## src/rtl/exc_pkg.sv

```systemverilog
package exc_pkg;

  localparam int unsigned NSYNC = 6;

  typedef enum logic [1:0] {
    CLS_NONE = 2'd0,
    CLS_HW   = 2'd1,
    CLS_SYNC = 2'd2,
    CLS_IRQ  = 2'd3
  } exc_cls_e;

  typedef enum logic [4:0] {
    EC_INT  = 5'd0,
    EC_ADDR = 5'd4,
    EC_BUS  = 5'd6,
    EC_SYS  = 5'd8,
    EC_BRK  = 5'd9,
    EC_RSVD = 5'd10,
    EC_OVF  = 5'd12,
    EC_TRAP = 5'd13
  } exc_code_e;

  localparam logic [31:0] BOOT_BASE  = 32'hBFC0_0000;
  localparam logic [11:0] OFS_RESET  = 12'h000;
  localparam logic [11:0] OFS_HW     = 12'h300;
  localparam logic [11:0] OFS_IRQ    = 12'h380;
  localparam logic [11:0] OFS_GEN    = 12'h400;

  // reason code for a fault line, index = priority position
  function automatic exc_code_e sync_code(input int idx);
    case (idx)
      0:       return EC_ADDR;
      1:       return EC_RSVD;
      2:       return EC_OVF;
      3:       return EC_TRAP;
      4:       return EC_SYS;
      default: return EC_BRK;
    endcase
  endfunction

  // lines that resume after the requesting instruction
  function automatic logic sync_resumes_after(input int idx);
    return (idx >= 3);
  endfunction

endpackage

```

## src/rtl/exc_irq_gate.sv

```systemverilog
module exc_irq_gate #(
  parameter int unsigned NIRQ = 6
) (
  input  logic [NIRQ-1:0] irq_i,
  input  logic [NIRQ-1:0] mask_i,
  input  logic            en_i,
  input  logic            kernel_i,
  output logic            hit_o
);

  logic [NIRQ-1:0] live;

  for (genvar g = 0; g < NIRQ; g++) begin : g_line
    assign live[g] = irq_i[g] & mask_i[g];
  end

  assign hit_o = en_i & ~kernel_i & (|live);

endmodule

```

## src/rtl/exc_arbiter.sv

```systemverilog
module exc_arbiter
  import exc_pkg::*;
#(
  parameter int unsigned NHW = 3
) (
  input  logic [NHW-1:0]   hw_i,
  input  logic [NSYNC-1:0] sync_i,
  input  logic             irq_hit_i,
  output exc_cls_e         cls_o,
  output exc_code_e        code_o,
  output logic             after_o
);

  exc_code_e sync_pick;
  logic      sync_after;

  // walk from the lowest priority upward so the lowest index wins
  always_comb begin
    sync_pick  = EC_ADDR;
    sync_after = 1'b0;
    for (int i = NSYNC - 1; i >= 0; i--) begin
      if (sync_i[i]) begin
        sync_pick  = sync_code(i);
        sync_after = sync_resumes_after(i);
      end
    end
  end

  always_comb begin
    cls_o   = CLS_NONE;
    code_o  = EC_INT;
    after_o = 1'b0;
    if (|hw_i) begin
      cls_o  = CLS_HW;
      code_o = EC_BUS;
    end else if (|sync_i) begin
      cls_o   = CLS_SYNC;
      code_o  = sync_pick;
      after_o = sync_after;
    end else if (irq_hit_i) begin
      cls_o  = CLS_IRQ;
      code_o = EC_INT;
    end
  end

endmodule

```

## src/rtl/exc_state.sv

```systemverilog
module exc_state
  import exc_pkg::*;
#(
  parameter int unsigned AW   = 64,
  parameter int unsigned NIRQ = 6,
  parameter logic [AW-1:0] VEC_RESET = '0,
  parameter logic [AW-1:0] VEC_HW    = '0,
  parameter logic [AW-1:0] VEC_GEN   = '0,
  parameter logic [AW-1:0] VEC_IRQ   = '0
) (
  input  logic            clk,
  input  logic            rst,
  input  exc_cls_e        cls_i,
  input  exc_code_e       code_i,
  input  logic            after_i,
  input  logic [AW-1:0]   pc_i,
  input  logic            eret_i,
  input  logic [NIRQ-1:0] irq_i,
  output logic            kernel_o,
  output logic [AW-1:0]   epc_o,
  output logic [4:0]      code_o,
  output logic [NIRQ-1:0] pend_o,
  output logic            redirect_o,
  output logic [AW-1:0]   fetch_o
);

  localparam logic [AW-1:0] INSN_BYTES = AW'(4);

  logic [AW-1:0] target;
  logic [AW-1:0] ret_addr;

  always_comb begin
    case (cls_i)
      CLS_HW:   target = VEC_HW;
      CLS_SYNC: target = VEC_GEN;
      default:  target = VEC_IRQ;
    endcase
  end

  assign ret_addr = after_i ? (pc_i + INSN_BYTES) : pc_i;

  always_ff @(posedge clk) begin
    if (rst) begin
      kernel_o   <= 1'b1;
      epc_o      <= '0;
      code_o     <= EC_INT;
      pend_o     <= '0;
      redirect_o <= 1'b1;
      fetch_o    <= VEC_RESET;
    end else begin
      pend_o     <= irq_i;
      redirect_o <= 1'b0;
      if (cls_i != CLS_NONE) begin
        kernel_o   <= 1'b1;
        epc_o      <= ret_addr;
        code_o     <= code_i;
        redirect_o <= 1'b1;
        fetch_o    <= target;
      end else if (eret_i) begin
        kernel_o   <= 1'b0;
        redirect_o <= 1'b1;
        fetch_o    <= epc_o;
      end
    end
  end

endmodule

```

## src/rtl/exc_entry_ctrl.sv

```systemverilog
module exc_entry_ctrl
  import exc_pkg::*;
#(
  parameter int unsigned AW   = 64,
  parameter int unsigned NIRQ = 6,
  parameter int unsigned NHW  = 3
) (
  input  logic                    clk,
  input  logic                    rst,
  input  logic [AW-1:0]           pc_i,
  input  logic [NHW-1:0]          hw_err_i,
  input  logic [exc_pkg::NSYNC-1:0] sync_req_i,
  input  logic [NIRQ-1:0]         irq_i,
  input  logic [NIRQ-1:0]         irq_mask_i,
  input  logic                    irq_en_i,
  input  logic                    eret_i,
  output logic                    kernel_o,
  output logic [AW-1:0]           epc_o,
  output logic [4:0]              cause_code_o,
  output logic [NIRQ-1:0]         cause_pend_o,
  output logic                    redirect_o,
  output logic [AW-1:0]           fetch_addr_o
);

  localparam int unsigned EXT = AW - 32;
  localparam logic [AW-1:0] VEC_RESET = {{EXT{BOOT_BASE[31]}}, BOOT_BASE | {20'd0, OFS_RESET}};
  localparam logic [AW-1:0] VEC_HW    = {{EXT{BOOT_BASE[31]}}, BOOT_BASE | {20'd0, OFS_HW}};
  localparam logic [AW-1:0] VEC_IRQ   = {{EXT{BOOT_BASE[31]}}, BOOT_BASE | {20'd0, OFS_IRQ}};
  localparam logic [AW-1:0] VEC_GEN   = {{EXT{BOOT_BASE[31]}}, BOOT_BASE | {20'd0, OFS_GEN}};

  logic      irq_hit;
  exc_cls_e  cls;
  exc_code_e code;
  logic      after;

  exc_irq_gate #(.NIRQ(NIRQ)) u_gate (
    .irq_i    (irq_i),
    .mask_i   (irq_mask_i),
    .en_i     (irq_en_i),
    .kernel_i (kernel_o),
    .hit_o    (irq_hit)
  );

  exc_arbiter #(.NHW(NHW)) u_arb (
    .hw_i      (hw_err_i),
    .sync_i    (sync_req_i),
    .irq_hit_i (irq_hit),
    .cls_o     (cls),
    .code_o    (code),
    .after_o   (after)
  );

  exc_state #(
    .AW(AW), .NIRQ(NIRQ),
    .VEC_RESET(VEC_RESET), .VEC_HW(VEC_HW), .VEC_GEN(VEC_GEN), .VEC_IRQ(VEC_IRQ)
  ) u_state (
    .clk        (clk),
    .rst        (rst),
    .cls_i      (cls),
    .code_i     (code),
    .after_i    (after),
    .pc_i       (pc_i),
    .eret_i     (eret_i),
    .irq_i      (irq_i),
    .kernel_o   (kernel_o),
    .epc_o      (epc_o),
    .code_o     (cause_code_o),
    .pend_o     (cause_pend_o),
    .redirect_o (redirect_o),
    .fetch_o    (fetch_addr_o)
  );

endmodule

```

## config.mk

```make
export PLATFORM = sky130hd
export DESIGN_NAME = exc_entry_ctrl
export DESIGN_NICKNAME = d
export VERILOG_FILES = /design/src/rtl/exc_pkg.sv /design/src/rtl/exc_irq_gate.sv /design/src/rtl/exc_arbiter.sv /design/src/rtl/exc_state.sv /design/src/rtl/exc_entry_ctrl.sv
export SDC_FILE = /design/constraint.sdc
export NUM_CORES = 1
export LEC_CHECK = 0
export BUFFER_PORTS_ARGS = -buffer_cell sky130_fd_sc_hd__buf_4
export CORE_MARGIN = 2
export CORE_UTILIZATION = 50
export DETAILED_ROUTE_END_ITERATION = 6
export PLACE_DENSITY_LB_ADDON = 0.12
export SYNTH_ARGS = -nofsm -noshare
export SYNTH_HDL_FRONTEND = slang
export SYNTH_SLANG_ARGS = --single-unit
```

## constraint.sdc

```tcl
create_clock -name clk -period 3.05 [get_ports clk]
set_clock_uncertainty 0.15 [all_clocks]
set_input_delay 0.305 -clock clk [delete_from_list [all_inputs] [get_ports clk]]
set_output_delay 0.305 -clock clk [all_outputs]
set_load 0.01 [all_outputs]
```

# [Word level (Yosys, flattened, before mapping)]
# Cells that the tools add are included.
[totals] word_cells=48 register_bits=141 output_inout_bits=141 input_bits=89
[classes] n_bitwise=9 reduce_logical=6 mux=24 eq_ne=2 add_sub_neg=1
[op_table] op="$mux 64" count=3
[op_table] op="$add 64x3->64 const B" count=1
[op_table] op="$mux 4" count=7
[op_table] op="$pmux 11 s2" count=1
[op_table] op="$reduce_or 6->1" count=2
[op_table] op="$mux 1" count=9
[op_table] op="$and 1x1->1" count=8
[op_table] op="$mux 2" count=3
[op_table] op="$mux 5" count=1
[op_table] op="$reduce_bool 2->1" count=2
[op_table] op="$reduce_or 3->1" count=1
[op_table] op="$eq 2x1->1 const B" count=1
[op_table] op="$eq 2x2->1 const B" count=1
[op_table] op="$reduce_or 2->1" count=1
[op_table] op="$not 1->1" count=1

# [Depth between registers and ports, before layout]
# Gate-level depths: netlist (run 1).
[depth] ltp_word=9 depth_mapped=8 mapped_depth_nobuf=7

# [By module]
# A second synthesis (run 1) with hierarchy kept.
[hier_totals] hier_cells=752 area_unflattened_um2=6771.5
[modules_own_cells] mod="exc_state" cells_each=727 area_per_inst_um2=6598.8 instances=1 seq_area_each_um2=2822.7
[modules_own_cells] mod="exc_arbiter" cells_each=20 area_per_inst_um2=137.6 instances=1 seq_area_each_um2=0.0
[modules_own_cells] mod="exc_irq_gate" cells_each=5 area_per_inst_um2=35.0 instances=1 seq_area_each_um2=0.0

# [Least setup slack after synthesis (run 1)]
# OpenSTA, ideal clock, no wires.
[synth_timing] path_type="input-to-reg" start="input pc_i[16]" end="register u_state.epc_o[44]" cell_stages=7 setup_ns=0.091 t_required_ns=2.809 path_slack_ns=0.667 arrival_ns=2.142 path_buffers=2 cell_sequence="clkbuf_1 -> nand4_1 -> or4_1 -> or2_1 -> clkbuf_1 -> or3_1 -> a311oi_1"
[synth_between] elab_chain_len=2
[synth_rtl] element="start: declaration" line_no="exc_entry_ctrl.sv:10" rtl="input logic [AW-1:0] pc_i,"
[synth_rtl] element="$add 64x3->64" line_no="exc_state.sv:40" rtl="assign ret_addr = after_i ? (pc_i + INSN_BYTES) : pc_i;"
[synth_rtl] element="$mux 64" line_no="exc_state.sv:40"
[synth_rtl] element="end signal: assignment" line_no="exc_state.sv:55" rtl="epc_o <= ret_addr;"
[synth_rtl] element="end: declaration" line_no="exc_state.sv:20" rtl="output logic [AW-1:0] epc_o,"
# No other way between the ends.
# A chain may end at the register's enable or synchronous reset.

# [Final worst setup path (run 1)]
[layout_timing] start="input sync_req_i[0] (netlist bit)" end="register u_state.epc_o[25]"
[layout_between] elab_chain_len=4 elab_cells_between_ends=8 classes_between="6 x mux; 2 x reduce/logical"
[layout_rtl] element="start: declaration" line_no="exc_entry_ctrl.sv:12" rtl="input logic [exc_pkg::NSYNC-1:0] sync_req_i,"
[layout_rtl] element="$reduce_or 6->1 or $mux 1 (tied branches)" line_no="exc_arbiter.sv:36, exc_arbiter.sv:22"
[layout_rtl] element="$mux 1 or $mux 2 (tied branches)" line_no="exc_arbiter.sv:36" rtl="end else if (|sync_i) begin"
[layout_rtl] element="$mux 1 or $mux 2 (tied branches)" line_no="exc_arbiter.sv:33" rtl="if (|hw_i) begin"
[layout_rtl] element="$mux 64 or $reduce_bool 2->1 (tied branches)" line_no="exc_state.sv:40, exc_state.sv:53"
# Several ways; a longest one is shown, not always the timed one.

==> impl_metrics.sql, run 1 <==
INSERT INTO impl_metrics (metric_group, metric, value, unit) VALUES
('logic_synthesis', 'total_standard_cell_area_after_synthesis', '0.00635', 'mm2'),
('worst_setup_path', 'worstPathRequired', '3.22', 'ns'),
('sta', 'tightestPinTransition', '0.869', 'ns'),
('place', 'pre_cts_ws', '0.246', 'ns'),
('global_routing', 'grt_pass1_vias', '5811', ''),
('sta', 'final.hold.worst_slack', '0.0494', 'ns'),
('sta', 'finalMaxSlewViolations', '0', ''),
('logic_synthesis', 'synth-async-reset-ratio', '0', '%'),
('logic_synthesis', 'ys_warn_count', '0', ''),
('routing', 'antenna_viol_nets_final', '0', ''),
('worst_setup_path', 'critical_path.endpoint_type', 'register', ''),
('clock_network', 'clk_pin_slew', '0.06', 'ns'),
('logic_synthesis', 'synth.avg_cell_area', '8.85', 'um2'),
('clock_network', 'clk-insertion-delay-late', '0.42', 'ns'),
('job', 'max_cap_violations', '0', ''),
('run_status', 'status', 'completed', ''),
('global_routing', 'grt_overflow_total', '0', ''),
('logic_synthesis', 'synth_sequential_area_ratio', '44.2', '%'),
('sta', 'min_period', '2.85', 'ns'),
('routing', 'first_pass_iters', '5', ''),
('logic_synthesis', 'synth.area.top_cells', 'sky130_fd_sc_hd__dfxtp_1 (44%), sky130_fd_sc_hd__mux2i_1 (9.6%), sky130_fd_sc_hd__nor2_1 (5.9%), sky130_fd_sc_hd__a211oi_1 (5.8%), sky130_fd_sc_hd__nand2_1 (4.3%)', ''),
('sta', 'final.setup.tns', '0', 'ns'),
('sta', 'finalSetupViolations', '0', ''),
('place', 'port-buffer-count', '228', ''),
('logic_synthesis', 'synth.lib_cells_used.distinct', '44', ''),
('clock_network', 'numClockSinks', '140', ''),
('die', 'core', '0.0125', 'mm2'),
('finish', 'layout-drive-gt1-share', '30.1', '%'),
('worst_setup_path', 'timing.critical_path.cells', 'dlygate4sd3_1, buf_4, or4b_1, nor4_1, nand3_1, or3_1, a311oi_1', ''),
('logic_synthesis', 'synth.ff_latch_count', '140', ''),
('sta', 'grt_setup_unrepaired', 'no', ''),
('clock_network', 'cts_tree', 'done', ''),
('clock_network', 'cts.htree.levels', '4', ''),
('worst_setup_path', 'crit_type', 'primary input to register', ''),
('logic_synthesis', 'synth_cells', '717', ''),
('power', 'power_frac_comb', '9.7', '%'),
('power', 'p_seq_share', '41.1', '%'),
('die', 'pin_count', '230', ''),
('logic_synthesis', 'yosysTopAreaCellShare', '44.2', '%'),
('global_routing', 'grt_first_pass_wirelength', '29.3', 'mm'),
('logic_synthesis', 'ys.flop_type', 'sky130_fd_sc_hd__dfxtp_1', ''),
('routing', 'wl_cell', '17.1', 'um'),
('sta', 'final.period_utilization', '93.6', '%'),
('worst_setup_path', 'cp-start-kind', 'primary input', ''),
('sta', 'final_critical_path_setup_slack', '0.196', 'ns'),
('die', 'core.rowCount', '41', ''),
('finish', 'nets', '1029', ''),
('routing', 'viasPerCell', '5.54', ''),
('finish', 'number_of_standard_cells_in_the_layout_taps_in_and_fillers_out', '1124', ''),
('worst_setup_path', 'crit_path_max_incr_delay', '0.54', 'ns'),
('place', 'place_congestion', '0.848', ''),
('die', 'dieWidth', '117', 'um'),
('power', 'power_report.internal_total', '0.00367', 'W'),
('clock_network', 'post-cts-setup-buffer-count', '0', ''),
('finish', 'multi_input_comb_area', '0.00336', 'mm2'),
('die', 'design.die.area', '0.0136', 'mm2'),
('power', 'power.switching_fraction', '21.9', '%'),
('clock_network', 'largest_buffer_count_on_any_clock_path', '2', ''),
('routing', 'totalWireLength', '19.2', 'mm'),
('clock_network', 'cts_made_buffers', '17', ''),
('worst_setup_path', 'path_buf_inv', '2', ''),
('global_routing', 'antenna_found_initial', '0', ''),
('min_path', 'hp-class', 'primary input to register', ''),
('power', 'irDropWorstVdd', '0.000362', 'V'),
('power', 'p_per_area', '523', 'mW/mm2'),
('routing', 'drtIter0Drc', '434', ''),
('finish', 'sequential_cell_area', '0.00280', 'mm2'),
('logic_synthesis', 'yosys.area.top_type', 'sky130_fd_sc_hd__dfxtp_1', ''),
('die', 'fp.dieH', '117', 'um'),
('worst_setup_path', 'critical-path-slowest-cell', 'sky130_fd_sc_hd__dlygate4sd3_1', ''),
('power', 'static-leakage-power', '3.84', 'nW');
-- worst reg2reg max path, stage by stage, from the launching register on --
cell,delay [ns]
sky130_fd_sc_hd__dfxtp_1,0.34
sky130_fd_sc_hd__inv_1,0.07
sky130_fd_sc_hd__o311ai_1,0.15
sky130_fd_sc_hd__buf_4,0.26
sky130_fd_sc_hd__and3_1,0.39
sky130_fd_sc_hd__nand2b_2,0.33
sky130_fd_sc_hd__nor2_1,0.20
-- metrics by stage --
| step | utilization [%] | area, um2 |
|---|---|---|
| floorplan | - | 6350 |
| global route | 71.7 | 8980 |
| global placement | 65.7 | 8220 |
| detailed placement | 65.7 | 8220 |
| CTS | 71.7 | 8980 |
| finish | 71.7 | 8980 |
-- sequential cells by signal, indices dropped and copies added (netlist names) --
name and cells:
u_state.kernel_o 1, u_state.code_o 4, u_state.fetch_o 64, u_state.pend_o 6
u_state.redirect_o 1, u_state.epc_o 64
-- repair_timing --
action                     CTS  global route
hold endpoints to repair     9             0
gates resized for setup      0             1
setup endpoints to repair    0             3
hold buffers                 9             0
-- power groups by stage --
stage | Combinational [W] | Clock (W) | Sequential, W
2_1_floorplan | 0.000171 | 0 | 0.00198
3_3_place_gp | 0.000431 | 0 | 0.00197
3_5_place_dp | 0.000441 | 0 | 0.00197
4_1_cts | 0.000455 | 0.00234 | 0.00193
5_1_grt | 0.000494 | 0.00242 | 0.00194
6_report | 0.000457 | 0.00231 | 0.00193
-- Yosys cell counts (9+ instances only) --
cell type and instances:
sky130_fd_sc_hd__nand3_1 38, sky130_fd_sc_hd__mux2i_1 61, sky130_fd_sc_hd__xnor2_1 24, sky130_fd_sc_hd__nor2_1 99
sky130_fd_sc_hd__nand2_1 73, sky130_fd_sc_hd__and4_1 9, sky130_fd_sc_hd__dfxtp_1 140, sky130_fd_sc_hd__o21ai_0 9
sky130_fd_sc_hd__a211oi_1 49, sky130_fd_sc_hd__nand4_1 17, sky130_fd_sc_hd__nor3_1 20, sky130_fd_sc_hd__or3_1 11
sky130_fd_sc_hd__and3_1 15, sky130_fd_sc_hd__a311oi_1 12, sky130_fd_sc_hd__clkbuf_1 45, sky130_fd_sc_hd__xor2_1 26
-- cell families (layout without fill, tap and decap cells) --
| group | Yosys count | in the layout | synth area share (%) |
|---|---|---|---|
| multiplexers | 61 | 61 | 9.62 |
| flip-flops | 140 | 140 | 44.2 |
| AO/OA/AOI/OAI | 91 | 91 | 10.7 |
| XOR/XNOR | 50 | 50 | 6.90 |
| other | 1 | 1 | 0.0591 |
| AND/OR/NAND/NOR | 320 | 320 | 25.1 |
| buffers and inverters | 53 | 288 | 3.23 |
| adder cells (fa/ha/maj) | 1 | 1 | 0.197 |
-- area by class of cell --
cell class              instances  share of cell area [%]
repair buffers                251                    21.4
clock inverters                13                    2.45
clock buffers                  19                    4.93
well taps                     172                    2.40
flip-flops and latches        140                    31.2
multi-input cells             524                    37.4
inverters                       5                   0.209
-- per-layer routing --
metal / up-vias / track usage [%] / wire length (um)
met1: 2940 / 35.0 / 8120
met4: 0 / 9.65 / 381
met2: 254 / 46.2 / 9220
met5: - / 0 / 0
met3: 31 / 7.37 / 1520
li1: 3005 / - / -
-- worst paths after layout --
check	from	endpoint	slack, ns	cells past startpoint
hold / removal	sync_req_i[1]	u_state.code_o[1]$_SDFFE_PP0P_	0.05	3
setup / recovery	sync_req_i[0]	u_state.epc_o[25]$_SDFFE_PP0P_	0.20	7
hold reg to reg	u_state.fetch_o[32]$_SDFFE_PP1P_	u_state.fetch_o[32]$_SDFFE_PP1P_	0.33	2
setup reg to reg	u_state.kernel_o$_SDFFE_PP1P_	u_state.fetch_o[30]$_SDFFE_PP0P_	1.09	6
No activity file was read; power rests on OpenSTA's default activity.
==> run 2, diff against run 1 <==
--- a/config.mk
+++ b/config.mk
@@ -9,6 +9,7 @@
 export CORE_MARGIN = 2
 export CORE_UTILIZATION = 50
 export DETAILED_ROUTE_END_ITERATION = 6
+export MAX_ROUTING_LAYER = met4
 export PLACE_DENSITY_LB_ADDON = 0.12
 export SYNTH_ARGS = -nofsm -noshare
 export SYNTH_HDL_FRONTEND = slang
==> constraint.sdc (replaced) <==
create_clock -name clk -period 2.7 [get_ports clk]
set_clock_uncertainty 0.15 [all_clocks]
set_input_delay 0.27 -clock clk [delete_from_list [all_inputs] [get_ports clk]]
set_output_delay 0.27 -clock clk [all_outputs]
set_load 0.01 [all_outputs]
==> run 2 against run 1 <==
  * Combinational power increased by 14%
  * Cell area decreased by 0.56%
  * Final cell count increased by 0.80%
  * Non-clock buffer count increased by 9
  * Critical path depth increased by 1
  * Setup slack got worse by 0.075 ns
  * Register-to-register slack got worse by 0.27 ns
==> impl_metrics.sql, run 2 (synthesized netlist as in run 1, its figures left out) <==
INSERT INTO impl_metrics (metric_group, metric, value, unit) VALUES
('run_status', 'status', 'completed', ''),
('global_routing', 'grt_overflow_total', '0', ''),
('power', 'static-leakage-power', '3.82', 'nW'),
('finish', 'area.growth.synth_to_final', '40.7', '%'),
('global_routing', 'antenna_found_initial', '0', ''),
('worst_setup_path', 'critical-path-slowest-cell', 'sky130_fd_sc_hd__dlygate4sd3_1', ''),
('sta', 'final.setup.tns', '0', 'ns'),
('worst_setup_path', 'critical_path.endpoint_type', 'register', ''),
('worst_setup_path', 'critical_path.most_common_cell', 'sky130_fd_sc_hd__buf_4', ''),
('worst_setup_path', 'crit_type', 'primary input to register', ''),
('clock_network', 'cts_made_buffers', '17', ''),
('worst_setup_path', 'crit_fanout', '5', ''),
('sta', 'tightestPinTransition', '0.580', 'ns'),
('power', 'power.total', '0.00477', 'W'),
('die', 'start_util', '50.7', '%'),
('clock_network', 'largest_buffer_count_on_any_clock_path', '2', ''),
('routing', 'viasPerCell', '5.49', ''),
('clock_network', 'clk_pin_slew', '0.06', 'ns'),
('routing', 'wl_cell', '16.8', 'um'),
('finish', 'multi_input_comb_area', '0.00337', 'mm2'),
('finish', 'nets', '1038', ''),
('place', 'dp_hpwl', '14.2', 'mm'),
('die', 'fp.dieH', '117', 'um'),
('die', 'core.rowCount', '41', ''),
('die', 'pin_count', '230', ''),
('place', 'place_congestion', '0.909', ''),
('worst_setup_path', 'worstPathRequired', '2.87', 'ns'),
('routing', 'antenna_viol_nets_final', '0', ''),
('global_routing', 'grt_first_pass_wirelength', '29.8', 'mm'),
('finish', 'layout-drive-gt1-share', '30.4', '%'),
('worst_setup_path', 'cp-start-kind', 'primary input', ''),
('routing', 'remaining_design_rule_violation_count', '0', ''),
('worst_setup_path', 'timing.critical_path.cells', 'dlygate4sd3_1, buf_4, or4b_1, nor4_1, buf_4, nand3_1, or3_1, a311oi_1', ''),
('finish', 'sequential_cell_area', '0.00280', 'mm2'),
('sta', 'final_critical_path_setup_slack', '0.122', 'ns'),
('sta', 'max_clock_freq', '0.388', 'GHz'),
('clock_network', 'clk_root_buffer_cell', 'sky130_fd_sc_hd__clkbuf_16', ''),
('finish', 'layout.cells.most_common', 'sky130_fd_sc_hd__buf_4', ''),
('worst_setup_path', 'crit_path_max_incr_delay', '0.53', 'ns'),
('job', 'max_cap_violations', '0', ''),
('global_routing', 'groute.usage.overall', '29.1', '%'),
('clock_network', 'clk-insertion-delay-late', '0.41', 'ns'),
('sta', 'hold_violations', '0', ''),
('place', 'pre_cts_ws', '-0.0205', 'ns'),
('finish', 'n_fill_cell', '1026', ''),
('die', 'core', '0.0125', 'mm2'),
('die', 'design.die.area', '0.0136', 'mm2'),
('clock_network', 'cts.htree.levels', '4', ''),
('power', 'p_per_area', '534', 'mW/mm2'),
('global_routing', 'grt_start_max_net_pins', '81', ''),
('finish', 'diodes', '0', ''),
('sta', 'timing.max_slew.rel_slack', '61.4', '%'),
('sta', 'min_period', '2.58', 'ns'),
('min_path', 'hp-class', 'primary input to register', ''),
('finish', 'commonest_cells_after_routing_fill_and_taps_aside', 'sky130_fd_sc_hd__buf_4 (248), sky130_fd_sc_hd__dfxtp_1 (140), sky130_fd_sc_hd__nor2_1 (98)', ''),
('routing', 'totalWireLength', '19.1', 'mm'),
('routing', 'via_count', '6219', ''),
('sta', 'final.period_utilization', '95.5', '%'),
('finish', 'layout.core_utilization', '71.3', '%'),
('place', 'place.detailed.instances', '1091', ''),
('clock_network', 'numClockSinks', '140', ''),
('routing', 'first_pass_iters', '5', ''),
('worst_setup_path', 'timing.critical_path.arrival', '2.75', 'ns'),
('sta', 'grt_setup_unrepaired', 'no', ''),
('finish', 'biggestRegsByFlops', 'u_state.epc_o: 64 flops, u_state.fetch_o: 64 flops, u_state.pend_o: 6 flops', ''),
('global_routing', 'grt_pass1_vias', '5918', ''),
('power', 'irDropWorstVdd', '0.000353', 'V'),
('sta', 'finalMaxSlewViolations', '0', ''),
('routing', 'drtIter0Drc', '313', ''),
('sta', 'finalSetupViolations', '0', ''),
('die', 'dieWidth', '117', 'um'),
('clock_network', 'cts_tree', 'done', ''),
('place', 'port-buffer-count', '228', ''),
('finish', 'number_of_standard_cells_in_the_layout_taps_in_and_fillers_out', '1133', '');
-- run 2: cell type report --
type                    instances  share of cell area, %
repair buffers                260                   22.4
flip-flops and latches        140                   31.4
well taps                     172                   2.41
clock buffers                  25                   5.44
inverters                       5                  0.210
clock inverters                 7                  0.448
multi-input cells             524                   37.7
-- run 2: report_power, final --
group	leakage [nW]	switching, W	internal [W]
combinational	2.42	0.000247	0.000272
clock	0.257	0.000831	0.00124
sequential	1.15	0.0000511	0.00213
total	3.82	0.00113	0.00364
-- run 2: final timing paths --
check	from	endpoint	slack, ns	cells past startpoint
max	sync_req_i[0]	u_state.epc_o[25]$_SDFFE_PP0P_	0.12	8
max reg2reg	u_state.kernel_o$_SDFFE_PP1P_	u_state.epc_o[57]$_SDFFE_PP0P_	0.82	7
min	pc_i[59]	u_state.epc_o[59]$_SDFFE_PP0P_	0.02	3
min reg2reg	u_state.fetch_o[28]$_SDFFE_PP1P_	u_state.fetch_o[28]$_SDFFE_PP1P_	0.32	2
-- run 2: worst max-delay path: cells and delay by family --
family	cells	cell delay, ns
AO/OA/AOI/OAI	1	0.26
AND/OR/NAND/NOR	4	1.34
buffers and inverters	3	0.88
-- run 2: per-stage QoR --
stage          instance area (um2)  hold slack, ns
2_1_floorplan                 6350           0.199
3_3_place_gp                  8300           0.302
3_5_place_dp                  8300           0.308
4_1_cts                       8920         0.00355
5_1_grt                       8930          0.0148
6_report                      8930          0.0158
-- run 2: routing by layer --
metal  vias up  GRT usage [%]  part of all wire, %
met3        24           6.90                  6.6
met4         0           9.80                  1.7
met1      2934           35.8                   43
li1       3039              -                    -
met2       222           47.2                   48
met5         -              -                    0
-- run 2: what timing repair did --
item                                    CTS  global route
endpoints found under the hold margin    10             0
hold buffers                             10             0
endpoints found under the setup margin    0             6
buffers inserted                          0             0
resized for setup                         0             2
